==> config.mk <==
export PLATFORM = sky130hd
export DESIGN_NAME = pt_walker
export DESIGN_NICKNAME = d
export VERILOG_FILES = /design/src/rtl/pt_walker_pkg.sv /design/src/rtl/pt_base_reg.sv /design/src/rtl/pt_entry_check.sv /design/src/rtl/pt_walk_ctrl.sv /design/src/rtl/pt_walker.sv
export SDC_FILE = /design/constraint.sdc
export NUM_CORES = 1
export LEC_CHECK = 0
export BUFFER_PORTS_ARGS = -buffer_cell sky130_fd_sc_hd__buf_2
export CAP_MARGIN = 10
export CORE_ASPECT_RATIO = 0.7
export CORE_MARGIN = 2
export CORE_UTILIZATION = 31
export DETAILED_ROUTE_END_ITERATION = 16
export SYNTH_ARGS = -nofsm -noshare
export SYNTH_HDL_FRONTEND = slang
export SYNTH_SLANG_ARGS = --single-unit
export TNS_END_PERCENT = 5
==> constraint.sdc <==
create_clock -name clk -period 2.9 [get_ports clk]
set_clock_uncertainty 0.05 [all_clocks]
set_input_delay 0.58 -clock clk [delete_from_list [all_inputs] [get_ports clk]]
set_output_delay 0.58 -clock clk [all_outputs]
set_load 0.03 [all_outputs]
==> src/rtl/pt_walker_pkg.sv <==
// Package: shared types and entry layout for the page table walker.
// Assumes 32-bit entries with the flag positions below; frame in the top bits.
package pt_walker_pkg;

    localparam int ENT_BITS    = 32;
    localparam int BIT_PRESENT = 0;
    localparam int BIT_RD      = 1;
    localparam int BIT_WR      = 2;
    localparam int BIT_EX      = 3;
    localparam int BIT_ACC     = 4;
    localparam int BIT_DIRTY   = 5;
    localparam int BIT_NOCACHE = 6;

    typedef enum logic [1:0] {
        ACC_READ  = 2'd0,
        ACC_WRITE = 2'd1,
        ACC_FETCH = 2'd2,
        ACC_RSVD  = 2'd3
    } acc_t;

    typedef enum logic [1:0] {
        FLT_NONE   = 2'd0,
        FLT_ABSENT = 2'd1,
        FLT_PROT   = 2'd2
    } fault_t;

    typedef enum logic [2:0] {
        ST_IDLE,
        ST_RD_REQ,
        ST_RD_WAIT,
        ST_EVAL,
        ST_WB,
        ST_RESP
    } walk_st_t;

endpackage

==> src/rtl/pt_base_reg.sv <==
// Module: holds the physical base address of the active page table.
// Assumes software reloads it between translations; reset value is zero.
module pt_base_reg #(
    parameter int ADDR_W = 32
) (
    input  logic              clk,
    input  logic              rst_n,
    input  logic              wr_en,
    input  logic [ADDR_W-1:0] wr_data,
    output logic [ADDR_W-1:0] base_q
);

    // Load the base on a write, clear it on reset.
    always_ff @(posedge clk) begin
        if (!rst_n) begin
            base_q <= '0;
        end else if (wr_en) begin
            base_q <= wr_data;
        end
    end

endmodule

==> src/rtl/pt_entry_check.sv <==
// Module: combinational evaluation of a fetched entry against an access kind.
// Gives the fault code, the entry with accessed/dirty applied, and whether
// write-back is needed. Assumes the entry is stable while it is evaluated.
module pt_entry_check
    import pt_walker_pkg::*;
(
    input  logic [ENT_BITS-1:0] entry,
    input  acc_t                acc,
    output fault_t              fault,
    output logic                need_wb,
    output logic [ENT_BITS-1:0] entry_upd
);

    logic perm_ok;

    // Select the permission flag the access kind requires.
    always_comb begin
        unique case (acc)
            ACC_READ:  perm_ok = entry[BIT_RD];
            ACC_WRITE: perm_ok = entry[BIT_WR];
            ACC_FETCH: perm_ok = entry[BIT_EX];
            default:   perm_ok = 1'b0;
        endcase
    end

    // Rank the faults: absence first, then protection.
    always_comb begin
        if (!entry[BIT_PRESENT]) begin
            fault = FLT_ABSENT;
        end else if (!perm_ok) begin
            fault = FLT_PROT;
        end else begin
            fault = FLT_NONE;
        end
    end

    // Apply the accessed flag always and the dirty flag on writes.
    always_comb begin
        entry_upd = entry;
        entry_upd[BIT_ACC] = 1'b1;
        if (acc == ACC_WRITE) begin
            entry_upd[BIT_DIRTY] = 1'b1;
        end
        need_wb = (fault == FLT_NONE) && (entry_upd != entry);
    end

endmodule

==> src/rtl/pt_walk_ctrl.sv <==
// Module: sequencer for one translation: entry read, evaluation,
// optional write-back and the single-cycle response.
// Assumes one memory response per accepted read and no write response.
module pt_walk_ctrl
    import pt_walker_pkg::*;
#(
    parameter int VA_W       = 32,
    parameter int PAGE_W     = 12,
    parameter int ENT_SZ_LOG = 2
) (
    input  logic                clk,
    input  logic                rst_n,
    input  logic [ENT_BITS-1:0] base_q,
    input  logic                req_valid,
    output logic                req_ready,
    input  logic [VA_W-1:0]     req_vaddr,
    input  logic [1:0]          req_acc,
    output logic                mem_req_valid,
    input  logic                mem_req_ready,
    output logic                mem_req_write,
    output logic [ENT_BITS-1:0] mem_req_addr,
    output logic [ENT_BITS-1:0] mem_req_wdata,
    input  logic                mem_rsp_valid,
    input  logic [ENT_BITS-1:0] mem_rsp_rdata,
    output logic [ENT_BITS-1:0] entry_q,
    output acc_t                acc_q,
    input  fault_t              fault,
    input  logic                need_wb,
    input  logic [ENT_BITS-1:0] entry_upd,
    output logic                rsp_valid,
    output logic [ENT_BITS-1:0] rsp_paddr,
    output logic                rsp_cacheable,
    output logic [1:0]          rsp_fault
);

    localparam int VPN_W = VA_W - PAGE_W;

    walk_st_t              state;
    logic [VA_W-1:0]       va_q;
    logic [ENT_BITS-1:0]   ent_addr_q;
    logic [ENT_BITS-1:0]   ent_offs;

    // Scale the page number to a byte offset inside the table.
    always_comb begin
        ent_offs = ENT_BITS'(req_vaddr[VA_W-1:PAGE_W]) << ENT_SZ_LOG;
    end

    // Advance the walk and capture request, address and entry.
    always_ff @(posedge clk) begin
        if (!rst_n) begin
            state      <= ST_IDLE;
            va_q       <= '0;
            acc_q      <= ACC_READ;
            ent_addr_q <= '0;
            entry_q    <= '0;
        end else begin
            unique case (state)
                ST_IDLE: begin
                    if (req_valid) begin
                        va_q       <= req_vaddr;
                        acc_q      <= acc_t'(req_acc);
                        ent_addr_q <= base_q + ent_offs;
                        state      <= ST_RD_REQ;
                    end
                end
                ST_RD_REQ: begin
                    if (mem_req_ready) begin
                        state <= ST_RD_WAIT;
                    end
                end
                ST_RD_WAIT: begin
                    if (mem_rsp_valid) begin
                        entry_q <= mem_rsp_rdata;
                        state   <= ST_EVAL;
                    end
                end
                ST_EVAL: begin
                    state <= need_wb ? ST_WB : ST_RESP;
                end
                ST_WB: begin
                    if (mem_req_ready) begin
                        state <= ST_RESP;
                    end
                end
                default: begin
                    state <= ST_IDLE;
                end
            endcase
        end
    end

    // Drive the requester handshake and the memory port from the state.
    always_comb begin
        req_ready     = (state == ST_IDLE);
        mem_req_valid = (state == ST_RD_REQ) || (state == ST_WB);
        mem_req_write = (state == ST_WB);
        mem_req_addr  = ent_addr_q;
        mem_req_wdata = (state == ST_WB) ? entry_upd : '0;
    end

    // Form the response; address and cacheable are zero on any fault.
    always_comb begin
        rsp_valid     = (state == ST_RESP);
        rsp_fault     = rsp_valid ? fault : FLT_NONE;
        rsp_paddr     = '0;
        rsp_cacheable = 1'b0;
        if (rsp_valid && fault == FLT_NONE) begin
            rsp_paddr     = {entry_q[ENT_BITS-1:PAGE_W], va_q[PAGE_W-1:0]};
            rsp_cacheable = !entry_q[BIT_NOCACHE];
        end
    end

    logic unused_vpn_hi;
    assign unused_vpn_hi = ^va_q[VA_W-1:PAGE_W] ^ (VPN_W > 0);

endmodule

==> src/rtl/pt_walker.sv <==
// Module: top of the single-level page table walker.
// Connects the base register, the walk sequencer and the entry checker.
// Assumes a 32-bit virtual and physical address with 4 KB pages.
module pt_walker
    import pt_walker_pkg::*;
#(
    parameter int VA_W       = 32,
    parameter int PAGE_W     = 12,
    parameter int ENT_SZ_LOG = 2
) (
    input  logic        clk,
    input  logic        rst_n,
    input  logic        base_wr_en,
    input  logic [31:0] base_wr_data,
    input  logic        req_valid,
    output logic        req_ready,
    input  logic [31:0] req_vaddr,
    input  logic [1:0]  req_acc,
    output logic        mem_req_valid,
    input  logic        mem_req_ready,
    output logic        mem_req_write,
    output logic [31:0] mem_req_addr,
    output logic [31:0] mem_req_wdata,
    input  logic        mem_rsp_valid,
    input  logic [31:0] mem_rsp_rdata,
    output logic        rsp_valid,
    output logic [31:0] rsp_paddr,
    output logic        rsp_cacheable,
    output logic [1:0]  rsp_fault
);

    logic [ENT_BITS-1:0] base_q;
    logic [ENT_BITS-1:0] entry_q;
    logic [ENT_BITS-1:0] entry_upd;
    acc_t                acc_q;
    fault_t              fault;
    logic                need_wb;

    pt_base_reg #(.ADDR_W(ENT_BITS)) u_base (
        .clk     (clk),
        .rst_n   (rst_n),
        .wr_en   (base_wr_en),
        .wr_data (base_wr_data),
        .base_q  (base_q)
    );

    pt_walk_ctrl #(
        .VA_W       (VA_W),
        .PAGE_W     (PAGE_W),
        .ENT_SZ_LOG (ENT_SZ_LOG)
    ) u_ctrl (
        .clk           (clk),
        .rst_n         (rst_n),
        .base_q        (base_q),
        .req_valid     (req_valid),
        .req_ready     (req_ready),
        .req_vaddr     (req_vaddr),
        .req_acc       (req_acc),
        .mem_req_valid (mem_req_valid),
        .mem_req_ready (mem_req_ready),
        .mem_req_write (mem_req_write),
        .mem_req_addr  (mem_req_addr),
        .mem_req_wdata (mem_req_wdata),
        .mem_rsp_valid (mem_rsp_valid),
        .mem_rsp_rdata (mem_rsp_rdata),
        .entry_q       (entry_q),
        .acc_q         (acc_q),
        .fault         (fault),
        .need_wb       (need_wb),
        .entry_upd     (entry_upd),
        .rsp_valid     (rsp_valid),
        .rsp_paddr     (rsp_paddr),
        .rsp_cacheable (rsp_cacheable),
        .rsp_fault     (rsp_fault)
    );

    pt_entry_check u_check (
        .entry     (entry_q),
        .acc       (acc_q),
        .fault     (fault),
        .need_wb   (need_wb),
        .entry_upd (entry_upd)
    );

endmodule

Word level (Yosys, flattened, before mapping)

Cells that the tools add are included.

Flip-flop bits (word level): 113
Output and inout port bits: 103
Logic and storage cells: 43
Bits of input ports: 104

Reductions and logical operators: 10
$add $sub $neg: 1
Equality and inequality tests: 12
Mux-type cells: 14

Operators with widths:

| operator                                                         | number |
|---|---|
| 32-bit 2-to-1 mux                                                | 2 |
| 32-bit by 22-bit adder with 32-bit output                        | 1 |
| 3-bit case mux with 5 select lines                               | 1 |
| 3-bit 2-to-1 mux                                                 | 4 |
| 2-bit != test (second input constant)                            | 4 |
| 3-bit by 2-bit == test with 1-bit output (second input constant) | 2 |
| 3-bit == test (second input constant)                            | 2 |
| 2-bit 2-to-1 mux                                                 | 3 |
| 2-bit logical NOT                                                | 2 |
| 2-bit AND reduction                                              | 2 |
| 4-bit AND reduction                                              | 1 |
| 3-bit by 1-bit == test with 1-bit output (second input constant) | 1 |
| 3-bit logical NOT                                                | 1 |
| 1-bit 2-to-1 mux                                                 | 3 |
| 1-bit case mux with 3 select lines                               | 1 |
| 2-bit by 1-bit == test with 1-bit output (second input constant) | 1 |
| 2-bit == test (second input constant)                            | 1 |
| 1-bit logical AND                                                | 2 |
| 2-bit != test                                                    | 1 |
| 1-bit logical NOT                                                | 1 |
| 1-bit logical OR                                                 | 1 |

Longest topological paths before layout

Depth after elaboration: 8
Mapped depth: 10

Hierarchy

Synthesis repeated with hierarchy kept, for this count alone.

Cells, all modules: 762
Area total of the unflattened synthesis: 6,268.5 µm²

Modules (own cells, without submodules):

| module         | instances | seq. area each (µm²) | cells each | area an instance (µm²) |
|---|---|---|---|---|
| pt_walk_ctrl   | 1         | 1,621.6              | 618        | 4,734.5 |
| pt_base_reg    | 1         | 640.6                | 103        | 1,243.7 |
| pt_entry_check | 1         | 0.0                  | 41         | 290.3 |

Worst setup path before layout

OpenSTA, ideal clock, no wires.

Path type: input port to flip-flop
Start point: input port req_vaddr[12]
End point: register u_ctrl.ent_addr_q[26] (netlist: u_ctrl.mem_req_addr[26])
Slack: 0.382 ns
Cell stages on the path: 10
Arrival time: 2.394 ns
Path buffers: 0
Setup time: 0.074 ns
Cell sequence: ha_1 -> inv_1 -> fa_1 -> nor2b_1 -> o211ai_2 -> a31oi_4 -> o31a_4 -> a21oi_2 -> or3_1 -> a31oi_1

Word-level cells in the longest chain between the ends: 1

RTL lines:

| element                                   | RTL line           | RTL |
|---|---|---|
| start, declared                           | pt_walker.sv:17    | `input logic [31:0] req_vaddr,` |
| 32-bit by 22-bit adder with 32-bit output | pt_walk_ctrl.sv:62 | `ent_addr_q <= base_q + ent_offs;` |
| end signal, assigned                      | pt_walk_ctrl.sv:62 |  |
| end, declared                             | pt_walk_ctrl.sv:40 | `logic [ENT_BITS-1:0] ent_addr_q;` |

Every way passes these cells.
A chain may end at the register's enable or synchronous reset.

Worst setup path in the final report

Start point: register u_ctrl.state[1]
End point: output port rsp_paddr[15]

Word-level cells in the longest chain between the ends: 3

RTL lines:

| element                | RTL line            | RTL |
|---|---|---|
| start, declared        | pt_walk_ctrl.sv:38  | `walk_st_t state;` |
| start signal, assigned | pt_walk_ctrl.sv:78  | `state <= need_wb ? ST_WB : ST_RESP;` |
| 3-bit == test          | pt_walk_ctrl.sv:103 | `rsp_valid = (state == ST_RESP);` |
| 1-bit logical AND      | pt_walk_ctrl.sv:107 | `if (rsp_valid && fault == FLT_NONE) begin` |
| 32-bit 2-to-1 mux      | pt_walk_ctrl.sv:107 |  |
| end, declared          | pt_walker.sv:27     | `output logic [31:0] rsp_paddr,` |

Every way passes these cells.

==> impl_summary.txt <==
----------------------------------------------------
[Cells and area]
  Filler Cell Count ... about 2000
  Final design area excluding fillers ... about 7800 µm²
  Synth-to-layout area growth ... 30.9%
  Antenna diode instance count ... 0
  Share of final-layout standard cells stronger than drive strength 1 ... ~29%
  Nets ... between 1000 and 1500
  Layout Cells excl Fill ... around 1200

[Worst setup path]
  Reg2reg setup slack ... 400 ps
  Critical Path Sink Type ... output pin
  Peak fanout along the critical path ... 22
  Reg2Reg Depth ... 10
  Terminus of the critical flop-to-flop path ... u_ctrl.mem_req_addr[26]
  Required time at the worst-slack endpoint ... 2270 ps
  Startpoint types ... flop
  Data arrival time of the critical path ... about 2000 ps
  Critical path class ... flop to output pin
  Worst reg2reg path startpoint ... u_base.base_q[2]

[Logic synthesis]
  Proportion of synthesized flip-flops having asynchronous set or reset ... 0%
  Leading area contributor after synthesis ... sky130_fd_sc_hd__dfxtp_1
  Post-synthesis cell count ... slightly above 700
  Count of flip-flops with a built-in enable after synthesis ... 0
  Synthesized area divided by synthesized cell count ... approximately 8.3 µm²
  Synthesized flop and latch total ... about 110
  Synthesized net count ... 844
  Sequential area share after synthesis ... approximately 38%
  Synth unique cells ... 56
  Post-synthesis cell area ... about 6000 µm²
  Area share of the leading cell type in the synthesized netlist ... between 30% and 40%
  Leading cell types by total area after synthesis ... sky130_fd_sc_hd__dfxtp_1 (38%), sky130_fd_sc_hd__nand2_1 (8.7%), sky130_fd_sc_hd__and2_1 (7.5%), sky130_fd_sc_hd__a21boi_0 (6.3%), sky130_fd_sc_hd__mux2i_1 (5.9%)
  Synth Warn # ... 0
  Most common flop cell mapped by yosys ... sky130_fd_sc_hd__dfxtp_1

[Place]
  HPWL reported at the end of detailed placement ... ~13 mm
  Port Buffer Count ... roughly 210
  Inst Count DP ... about 1100
  Area after detailed placement ... about 7300 µm²
  Final weighted congestion of routability-driven global placement ... approximately 0.84

[Global route]
  Maximum number of pins on one net before global-route repair ... 46
  Number of global-route vias before repair ... around 5000
  Antenna violations before repair ... 0
  Global-route wire length before repair ... 26.6 mm
  GRT Total Usage ... 16.7%
  Sum of overflow across all layers after global routing ... 0

[Clocking]
  CTS hold repair buffers ... 0
  Clock-pin slew of the registers on the worst-case setup and hold paths ... 60 ps
  Cell chosen for the clock root ... sky130_fd_sc_hd__clkbuf_16
  Clock Path Buffers ... 2
  Later-pin clock latency in the skew report ... 400 ps
  CTS tree ... yes
  Number of clock buffers inserted by TritonCTS ... 17
  Quantity of gates resized following cts ... 0
  CTS H-tree lvls ... 4
  Number of sinks driven by the clock tree ... between 100 and 150
  Post-CTS setup repair buffer count ... 0

[Timing]
  Final max-slew violation count ... 0
  Unrepaired setup endpoints after global routing ... false
  Period minus WS final ... approximately 2600 ps
  Setup violators final ... 0
  Endpoints failing hold ... 0
  Final critical-path share of the clock period ... roughly nine tenths
  Worst slew pin tran ... about 640 ps
  Worst slew slack as a fraction of its limit ... 57.2%
  Final sum of negative setup slack ... 0 ps
  Final-layout worst hold slack ... around 370 ps
  Max frequency ... between 0.3 and 0.4 GHz

[Route]
  Drt first pass iters ... 4
  Detail-routed via count per cell ... 4.71
  Total Routed Length ... 17.2 mm
  Starting DRT DRC Count ... ~240
  Mean routed wirelength per cell ... 14.7 µm
  Antenna viol nets, final ... 0
  DR vias ... 5502
  Drc violations ... 0

[Run]
  Max cap viols ... 0

[Floorplan]
  Number of top-level design ports ... 207
  Starting utilization of the core area ... between 30% and 40%
  Y dimension of the die ... about 120 µm
  Core outline area ... between 15000 and 20000 µm²
  Total Die Area ... 20400 µm²
  Rows ... 42
  Horizontal extent of the die ... between 150 and 200 µm

[Worst hold path]
  Hold-critical path endpoint ... u_ctrl.entry_q[20]
  Tightest Hold Check Type ... input pin to flop
  Hold-critical path depth ... 3
  Start point of the worst hold path ... mem_rsp_rdata[20]

[Pwr]
  Worst voltage drop across the vdd grid ... between 0.3 and 0.4 mV
  Total power consumption of the routed design ... 0.00468 W
  Cell area power density ... 598 nW/µm²
  Static leakage ... about 3.7 nW

[Outcome]
  Run status ... completed

----------------------------------------------------
-- per-stage QoR --
step,utilization [%],worst slack (ps)
2_1_floorplan,-,382
4_1_cts,41.4,219
5_1_grt,41.4,39.1
6_report,41.4,259
3_3_place_gp,38.3,121
3_5_place_dp,38.3,77.4
-- cell usage after synthesis, drive strengths merged, types with 5 or more instances --
cell type,n
nand2,138
dfxtp,113
and2,72
a21boi,50
clkbuf,40
nor2b,38
o21ai,37
mux2i,35
a21oi,23
ha,20
nor2,16
a21o,14
xor2,13
and3,11
xnor2,10
a31oi,8
buf,8
nand3,8
o211ai,8
inv,7
nor3,5
-- area by class of cell --
| class | instances | area [µm²] | area share (%) |
|---|---|---|---|
| multi-input cells | 551 | 3510 | 44.8 |
| flip-flops and latches | 113 | 2260 | 28.9 |
| repair buffers | 222 | 1150 | 14.7 |
| clock buffers | 20 | 437 | 5.58 |
| well taps | 242 | 303 | 3.87 |
| clock inverters | 12 | 141 | 1.81 |
| inverters | 7 | 26.3 | 0.336 |
-- worst max path at each step --
stage | startpoint | depth (start not counted) | slack [ps] | endpoint
6_report | u_ctrl.state[1] | 6 | 260 | rsp_paddr[15]
5_1_grt | u_ctrl.acc_q[0] | 7 | 40 | rsp_cacheable
4_1_cts | u_ctrl.state[1] | 6 | 220 | rsp_paddr[15]
3_5_place_dp | req_vaddr[12] | 11 | 80 | u_ctrl.mem_req_addr[26]
3_3_place_gp | req_vaddr[12] | 11 | 120 | u_ctrl.mem_req_addr[30]
2_1_floorplan | req_vaddr[12] | 10 | 380 | u_ctrl.mem_req_addr[26]
-- critical path, stage by stage (launching register included) --
cell and delay [ps]:
sky130_fd_sc_hd__dfxtp_1 460, sky130_fd_sc_hd__inv_1 160, sky130_fd_sc_hd__and3_1 240, sky130_fd_sc_hd__and3_1 190
sky130_fd_sc_hd__buf_4 200, sky130_fd_sc_hd__and2_1 180, sky130_fd_sc_hd__buf_2 170
-- sequential cells by signal, indices dropped and copies added (netlist names) --
register	count
u_ctrl.va_q	12
u_base.base_q	32
u_ctrl.entry_q	32
u_ctrl.acc_q	2
u_ctrl.state	3
u_ctrl.mem_req_addr	32
-- cell families after synthesis --
group / count (synthesis) / share of synthesized area, %
buffers and inverters: 55 / 3.55
muxes: 37 / 6.23
and+or+nand+nor: 310 / 26.2
DFF: 113 / 37.8
AOI/OAI and AO/OA: 160 / 18.4
adders and majority gates: 21 / 4.52
xor gates and xnor gates: 23 / 3.37
-- per-layer routing --
layer / vias up / GRT usage [%] / wire length (µm) / share of wire (%)
met5: - / 0 / 0 / 0
met4: 0 / 4.59 / 106 / 0.62
met3: 9 / 4.71 / 1130 / 6.6
met2: 151 / 23.7 / 6860 / 40
met1: 2513 / 24.5 / 9060 / 53
li1: 2829 / - / - / -
-- power breakdown --
part / switching, W / internal (W)
Clock: 0.000741 / 0.00134
Sequential: 0.0000836 / 0.00167
Combinational: 0.000526 / 0.000320
-- cell usage in the layout, fill, tap and decap left out, types with 6 or more instances in the layout --
cell                          n
sky130_fd_sc_hd__a21boi_0    50
sky130_fd_sc_hd__o21ai_1      6
sky130_fd_sc_hd__buf_4       16
sky130_fd_sc_hd__mux2i_1     35
sky130_fd_sc_hd__clkbuf_16   17
sky130_fd_sc_hd__a21oi_1     22
sky130_fd_sc_hd__a21o_1      14
sky130_fd_sc_hd__nand3_1      8
sky130_fd_sc_hd__clkinv_2     7
sky130_fd_sc_hd__o21ai_0     31
sky130_fd_sc_hd__inv_1        7
sky130_fd_sc_hd__and2_1      71
sky130_fd_sc_hd__nor2_1      16
sky130_fd_sc_hd__ha_1        20
sky130_fd_sc_hd__o211ai_1     7
sky130_fd_sc_hd__nand2_1    138
sky130_fd_sc_hd__xnor2_1     10
sky130_fd_sc_hd__a31oi_1      7
sky130_fd_sc_hd__buf_2      206
sky130_fd_sc_hd__xor2_1      13
sky130_fd_sc_hd__nor2b_1     38
sky130_fd_sc_hd__and3_1      11
sky130_fd_sc_hd__dfxtp_1    113
No activity file was read; power rests on OpenSTA's default activity.
